File: src/rtl/slot_cond_pkg.sv
package slot_cond_pkg;
  localparam int BYTE_W = 8;
  localparam int CTL_W  = 5;
  localparam int PH_W   = 3;

  typedef enum logic [2:0] {
    SEL_PASS     = 3'b000,
    SEL_INV_EVEN = 3'b001,
    SEL_INV_ODD  = 3'b010,
    SEL_INV_ALL  = 3'b011,
    SEL_IDLE     = 3'b100,
    SEL_MW_A     = 3'b101,
    SEL_MW_U0    = 3'b110,
    SEL_MW_U1    = 3'b111
  } selCode_t;

  // strobes from control to datapath
  typedef struct packed {
    logic              stb;
    logic              takeEx;
    logic              takeLoop;
    logic              takeMw;
    logic              takePat;
    logic              takeIdle;
    logic [BYTE_W-1:0] xorMask;
    logic [BYTE_W-1:0] mwByte;
    logic [BYTE_W-1:0] idleByte;
  } condCmd_t;

  // milliwatt sample: symmetric half-cycle, second half has sign bit set
  function automatic logic [BYTE_W-1:0] mwLookup(input logic muLaw, input logic [PH_W-1:0] ph);
    logic outer;
    logic [BYTE_W-1:0] b;
    outer = (ph[1:0] == 2'd0) || (ph[1:0] == 2'd3);
    if (muLaw) b = outer ? 8'h1E : 8'h0B;
    else       b = outer ? 8'h34 : 8'h21;
    b[7] = ph[2];
    return b;
  endfunction
endpackage

File: src/rtl/slot_cond_ctrl.sv
module slot_cond_ctrl
  import slot_cond_pkg::*;
#(
  parameter int NSLOT = 32,
  localparam int SW = $clog2(NSLOT)
) (
  input  logic              clk,
  input  logic              rstN,
  input  logic              hostWrEn,
  input  logic              hostWrSel,
  input  logic [SW-1:0]     hostWrAddr,
  input  logic [BYTE_W-1:0] hostWrData,
  input  logic              byteStb,
  input  logic [SW-1:0]     slotIdx,
  input  logic              extractMode,
  output logic              patTake,
  output condCmd_t          cmd
);
  logic [NSLOT-1:0][CTL_W-1:0]  shCtl, liveCtl;
  logic [NSLOT-1:0][BYTE_W-1:0] shIdle, liveIdle;
  logic [NSLOT-1:0][PH_W-1:0]   phase;
  logic [CTL_W-1:0] curCtl;
  selCode_t sel;
  logic testBit, loopBit, isMw, frameEnd;

  assign frameEnd = byteStb && (slotIdx == SW'(NSLOT - 1));

  // staging tables and frame-boundary commit
  always_ff @(posedge clk) begin
    if (!rstN) begin
      shCtl    <= '0;
      shIdle   <= '0;
      liveCtl  <= '0;
      liveIdle <= '0;
    end else begin
      if (hostWrEn) begin
        if (hostWrSel) shIdle[hostWrAddr] <= hostWrData;
        else           shCtl[hostWrAddr]  <= hostWrData[CTL_W-1:0];
      end
      if (frameEnd) begin
        liveCtl  <= shCtl;
        liveIdle <= shIdle;
      end
    end
  end

  assign curCtl  = liveCtl[slotIdx];
  assign sel     = selCode_t'(curCtl[2:0]);
  assign testBit = curCtl[3];
  assign loopBit = curCtl[4];
  assign isMw    = curCtl[2] && (curCtl[1] || curCtl[0]);

  // fixed-priority action resolution
  always_comb begin
    cmd = '0;
    cmd.stb = byteStb;
    if (byteStb) begin
      if (testBit && extractMode) cmd.takeEx   = 1'b1;
      else if (loopBit)           cmd.takeLoop = 1'b1;
      else if (isMw)              cmd.takeMw   = 1'b1;
      else if (testBit)           cmd.takePat  = 1'b1;
      else if (sel == SEL_IDLE)   cmd.takeIdle = 1'b1;
    end
    case (sel)
      SEL_INV_EVEN: cmd.xorMask = 8'hAA;
      SEL_INV_ODD:  cmd.xorMask = 8'h55;
      SEL_INV_ALL:  cmd.xorMask = 8'hFF;
      default:      cmd.xorMask = 8'h00;
    endcase
    cmd.mwByte   = mwLookup(curCtl[1], phase[slotIdx]);
    cmd.idleByte = liveIdle[slotIdx];
  end

  assign patTake = cmd.takePat;

  // one milliwatt phase counter per slot
  for (genvar g = 0; g < NSLOT; g++) begin : g_phase
    logic [PH_W-1:0] ph;
    always_ff @(posedge clk) begin
      if (!rstN) ph <= '0;
      else if (cmd.takeMw && (slotIdx == SW'(g))) ph <= ph + 1'b1;
    end
    assign phase[g] = ph;
  end

  // never more than one override chosen
  p_one_action_r5: assert property (@(posedge clk) disable iff (!rstN)
    $onehot0({cmd.takeEx, cmd.takeLoop, cmd.takeMw, cmd.takePat, cmd.takeIdle}));
  // pattern consumed only on a strobe in replace mode
  p_pat_take_r6: assert property (@(posedge clk) disable iff (!rstN)
    patTake |-> (byteStb && !extractMode));
  // active tables change only at the frame end
  p_live_hold_r9: assert property (@(posedge clk) disable iff (!rstN)
    !frameEnd |=> ($stable(liveCtl) && $stable(liveIdle)));
  // milliwatt use steps that slot's phase by one
  p_mw_step_r8: assert property (@(posedge clk) disable iff (!rstN)
    cmd.takeMw |=> (phase[$past(slotIdx)] == $past(phase[slotIdx]) + 3'd1));
endmodule

File: src/rtl/slot_cond_dp.sv
module slot_cond_dp
  import slot_cond_pkg::*;
(
  input  logic              clk,
  input  logic              rstN,
  input  condCmd_t          cmd,
  input  logic [BYTE_W-1:0] txByte,
  input  logic [BYTE_W-1:0] loopByte,
  input  logic [BYTE_W-1:0] patByte,
  output logic              outValid,
  output logic [BYTE_W-1:0] outByte,
  output logic              exValid,
  output logic [BYTE_W-1:0] exByte
);
  logic [BYTE_W-1:0] nextByte;

  always_comb begin
    if (cmd.takeEx)        nextByte = txByte;
    else if (cmd.takeLoop) nextByte = loopByte;
    else if (cmd.takeMw)   nextByte = cmd.mwByte;
    else if (cmd.takePat)  nextByte = patByte;
    else if (cmd.takeIdle) nextByte = cmd.idleByte;
    else                   nextByte = txByte ^ cmd.xorMask;
  end

  always_ff @(posedge clk) begin
    if (!rstN) begin
      outValid <= 1'b0;
      outByte  <= '0;
      exValid  <= 1'b0;
      exByte   <= '0;
    end else begin
      outValid <= cmd.stb;
      exValid  <= cmd.takeEx;
      if (cmd.stb)    outByte <= nextByte;
      if (cmd.takeEx) exByte  <= txByte;
    end
  end

  // extracted byte is also the forwarded byte
  p_extract_fwd_r4: assert property (@(posedge clk) disable iff (!rstN)
    exValid |-> (outValid && (exByte == outByte)));
  // output byte holds when no strobe
  p_hold_out_r2: assert property (@(posedge clk) disable iff (!rstN)
    !cmd.stb |=> $stable(outByte));
endmodule

File: src/rtl/slot_conditioner.sv
module slot_conditioner
  import slot_cond_pkg::*;
#(
  parameter int NSLOT = 32,
  localparam int SW = $clog2(NSLOT)
) (
  input  logic              clk,
  input  logic              rstN,
  input  logic              hostWrEn,
  input  logic              hostWrSel,
  input  logic [SW-1:0]     hostWrAddr,
  input  logic [BYTE_W-1:0] hostWrData,
  input  logic              byteStb,
  input  logic [SW-1:0]     slotIdx,
  input  logic [BYTE_W-1:0] txByte,
  input  logic [BYTE_W-1:0] loopByte,
  input  logic [BYTE_W-1:0] patByte,
  input  logic              extractMode,
  output logic              patTake,
  output logic              outValid,
  output logic [BYTE_W-1:0] outByte,
  output logic              exValid,
  output logic [BYTE_W-1:0] exByte
);
  condCmd_t cmd;

  slot_cond_ctrl #(.NSLOT(NSLOT)) u_ctrl (
    .clk(clk), .rstN(rstN),
    .hostWrEn(hostWrEn), .hostWrSel(hostWrSel),
    .hostWrAddr(hostWrAddr), .hostWrData(hostWrData),
    .byteStb(byteStb), .slotIdx(slotIdx), .extractMode(extractMode),
    .patTake(patTake), .cmd(cmd)
  );

  slot_cond_dp u_dp (
    .clk(clk), .rstN(rstN), .cmd(cmd),
    .txByte(txByte), .loopByte(loopByte), .patByte(patByte),
    .outValid(outValid), .outByte(outByte),
    .exValid(exValid), .exByte(exByte)
  );
endmodule

File: config.mk
export PLATFORM = sky130hd
export DESIGN_NAME = slot_conditioner
export DESIGN_NICKNAME = d
export VERILOG_FILES = /design/src/rtl/slot_cond_pkg.sv /design/src/rtl/slot_cond_ctrl.sv /design/src/rtl/slot_cond_dp.sv /design/src/rtl/slot_conditioner.sv
export SDC_FILE = /design/constraint.sdc
export NUM_CORES = 2
export LEC_CHECK = 0
export CORE_MARGIN = 10
export CORE_UTILIZATION = 40
export CTS_BUF_LIST = sky130_fd_sc_hd__clkbuf_2
export DETAILED_ROUTE_END_ITERATION = 8
export MAX_ROUTING_LAYER = met4
export PLACE_DENSITY = 0.66
export SYNTH_ARGS = -nofsm -noshare
export SYNTH_HDL_FRONTEND = slang
export SYNTH_SLANG_ARGS = --single-unit
File: constraint.sdc
create_clock -name clk -period 8.7 [get_ports clk]
set_input_delay 1.305 -clock clk [delete_from_list [all_inputs] [get_ports clk]]
set_output_delay 1.305 -clock clk [all_outputs]
set_load 0.005 [all_outputs]
==> results.cfg <==
[placement]
port_buffers = 66
dp_hpwl_um = 61130
place_congestion = 0.8410
dp_worst_setup_slack_ns = 2.358

[cts]
cts_buffer_depth = 3
clock_transition_at_the_register_clock_pins_on_the_worst_setup_and_hold_paths_after_cts_ns = 0.10
cts_num_sinks = 946
number_of_resized_instances_in_the_post_cts_repair_step = 0
cts_made_buffers = 236
worstSkewPairLatency_ns = 1.48
cts_setup_buffers = 0
root_buffer = sky130_fd_sc_hd__clkbuf_2
cts_tree = yes
post_cts_hold_buffer_count = 0
count_of_h_tree_levels_built_during_cts = 4

[die]
die-height_um = 330.9
initial_util_pct = 40.50
rows = 113
core-area_um2 = 95440
io_pins = 67
dieWidth_um = 330.9
die-area_um2 = 109500

[setup_path]
worstPathArrival_ns = 5.04
crit_fanout = 72
worst_setup_path_startpoint = slotIdx[0]
crit-reg2reg-launch = u_ctrl.liveCtl[119]
timing.critical_path.cells = buf_8, buf_4, mux2i_1, o22ai_1, or3_1, o22ai_1, o21ai_1, buf_4, a21o_1, inv_1, clkdlybuf4s50_1
critical_path_buf_inv_count = 5
critical_path_required_ns = 7.39
setup.worst_path.start_class = primary input
critPathTopFamily = buffers and inverters
critPathSlowestCell = sky130_fd_sc_hd__buf_4
delay_of_the_slowest_critical_path_stage_ns = 0.65
reg2reg_slack_ns = 4.84
cp-end-kind = output pin
crit_type = primary input to output pin

[global_routing]
grt_pass1_vias = 29490
grt_start_max_net_pins = 243
grt_util_all_layers_pct = 19.57
grt.overflow.total = 0
antenna_found_initial = 6
first_pass_grt_wire_length_um = 166600

[detailed_routing]
dr_total_vias = 31410
drt_pass1_iterations = 7
drt-vias-per-instance = 5.332
ant_nets = 0
detail_route.wl_per_cell_um = 18.02
wirelength_um = 106200
drc_errors = 0
drt_iter0_drc = 3170

[sta]
hold_violations = 0
worst_pin_slew_ns = 1.296
finalWorstSetupSlack_ns = 2.351
layout_worst_path_cycle_share_pct = 72.98
totalNegativeSetupSlack_ns = 0
fin_crit_ns = 6.349
final_max_slew_viol_count = 0
fin_hold_ws_ns = 0.3664
grt_setup_unrepaired = no
worst_clock_skew_ns = 0.09948
max_freq_ghz = 0.1575
max_slew_margin_pct = 13.62
setup_viol = 0

[power_and_ir_drop]
power.leakage_uw = 0.01420
max_ir_drop_vdd_uv = 125.1
pwr_density_cell_nw_per_um2 = 182.6
power_uw = 7655

[synthesis]
synth_area_per_cell_um2 = 8.648
syn_area_um2 = 38660
synth_seq_area_share_pct = 48.99
synthArstFlopShare_pct = 0
yosysWarningCount = 0
synth_enable_flop_cells = 0
dominantRegCellSynth = sky130_fd_sc_hd__dfxtp_1
netlist_instances = 4470
ys_ff_latch = 946
syn_nets = 4550
number_of_library_cell_types_mapped_by_synthesis = 73

[finish]
area_taken_by_multi_input_logic_gates_um2 = 18160
mostFrequentLayoutCells = sky130_fd_sc_hd__nand2_1 (1228), sky130_fd_sc_hd__dfxtp_1 (946), sky130_fd_sc_hd__a21oi_1 (709), sky130_fd_sc_hd__clkbuf_2 (345), sky130_fd_sc_hd__nand3_1 (291)
layout_commonest_cell = sky130_fd_sc_hd__nand2_1
final-seq-area_um2 = 18940
fillers = 9480
layout_overhead_on_the_synthesized_area_pct = 8.432
num-nets-final = 4537
drive_gt1_share_pct = 12.77

[worst_hold_path]
worst_hold_startpoint = u_ctrl.shCtl[62]
min_path_type = register to register

[status]
run_status = completed

[flow_run]
drv_cap = 0
## flip-flops by register name, indices dropped and copies added (netlist names)
signal	cells
u_ctrl.g_phase.ph	96
u_ctrl.liveCtl	160
u_ctrl.liveIdle	256
u_ctrl.shCtl	160
u_ctrl.shIdle	256
u_dp.exByte	8
u_dp.exValid	1
u_dp.outByte	8
u_dp.outValid	1
## tightest hold or removal path, stage by stage (launching register included)
cell and delay, ns:
sky130_fd_sc_hd__dfxtp_1 0.32, sky130_fd_sc_hd__nand2_1 0.05, sky130_fd_sc_hd__a21oi_1 0.05
## cell usage after synthesis (8+ instances only)
cell type	n	area, um2
sky130_fd_sc_hd__a21oi_1	709	3548
sky130_fd_sc_hd__a22o_1	8	70.07
sky130_fd_sc_hd__and2_1	9	56.30
sky130_fd_sc_hd__buf_1	28	105.1
sky130_fd_sc_hd__buf_2	55	275.3
sky130_fd_sc_hd__buf_4	13	97.59
sky130_fd_sc_hd__clkbuf_1	270	1013
sky130_fd_sc_hd__dfxtp_1	946	18940
sky130_fd_sc_hd__ha_1	32	400.4
sky130_fd_sc_hd__mux2_2	8	90.09
sky130_fd_sc_hd__mux2i_1	226	2262
sky130_fd_sc_hd__mux4_2	120	2703
sky130_fd_sc_hd__nand2_1	1228	4609
sky130_fd_sc_hd__nand2b_1	8	50.05
sky130_fd_sc_hd__nand3_1	291	1456
sky130_fd_sc_hd__nor2_1	291	1092
sky130_fd_sc_hd__nor2b_1	10	62.56
sky130_fd_sc_hd__nor3_1	8	40.04
sky130_fd_sc_hd__o21ai_0	17	85.08
sky130_fd_sc_hd__o22ai_1	10	62.56
sky130_fd_sc_hd__xnor2_1	13	113.9
sky130_fd_sc_hd__xor2_1	61	534.3
## logic make-up after synthesis
| group | share of synthesized area (%) |
|---|---|
| XOR/XNOR | 1.677 |
| buffers and inverters | 4.185 |
| AND/OR/NAND/NOR | 19.99 |
| multiplexers | 13.35 |
| flip-flops | 48.99 |
| AO/OA/AOI/OAI | 10.77 |
| adder cells (fa/ha/maj) | 1.036 |
## report_power, final
part / internal (uW) / switching, uW / total, uW / leakage (uW)
sequential: 4340 / 6.88 / 4350 / 0.00762
clock: 1150 / 1770 / 2920 / 0.00158
combinational: 105 / 287 / 392 / 0.00500
total: 5590 / 2060 / 7660 / 0.0142
## worst paths after layout
check,to,depth (start not counted)
setup / recovery,patTake,11
hold / removal,u_ctrl.liveCtl[62],2
setup reg to reg,u_ctrl.g_phase[17].ph[0],9
hold reg to reg,u_ctrl.liveCtl[62],2
## cell type report
cell class | instances | share of cell area (%)
inverters | 7 | 0.08060
well taps | 1265 | 3.776
diodes | 7 | 0.04179
clock inverters | 55 | 0.7702
clock buffers | 345 | 4.119
multi-input cells | 3143 | 43.33
repair buffers | 123 | 2.704
flip-flops and latches | 946 | 45.18
## metal layers
metal | global-route usage, % | wire length, um | up-vias
met1 | 25.89 | 47880 | 15080
met2 | 29.23 | 47890 | 967
met3 | 4.049 | 7669 | 183
li1 | - | - | 15180
met5 | - | 0 | -
met4 | 7.334 | 2719 | 0
## metrics by stage
stage          instance area (um2)  utilization (%)  instances
5_1_grt                      41920            43.92       5891
2_1_floorplan                38660                -       4470
3_3_place_gp                 39850            41.75       5484
4_1_cts                      41900            43.90       5884
3_5_place_dp                 39850            41.75       5484
6_report                     41920            43.92       5891
No activity file was read; power rests on OpenSTA's default activity.
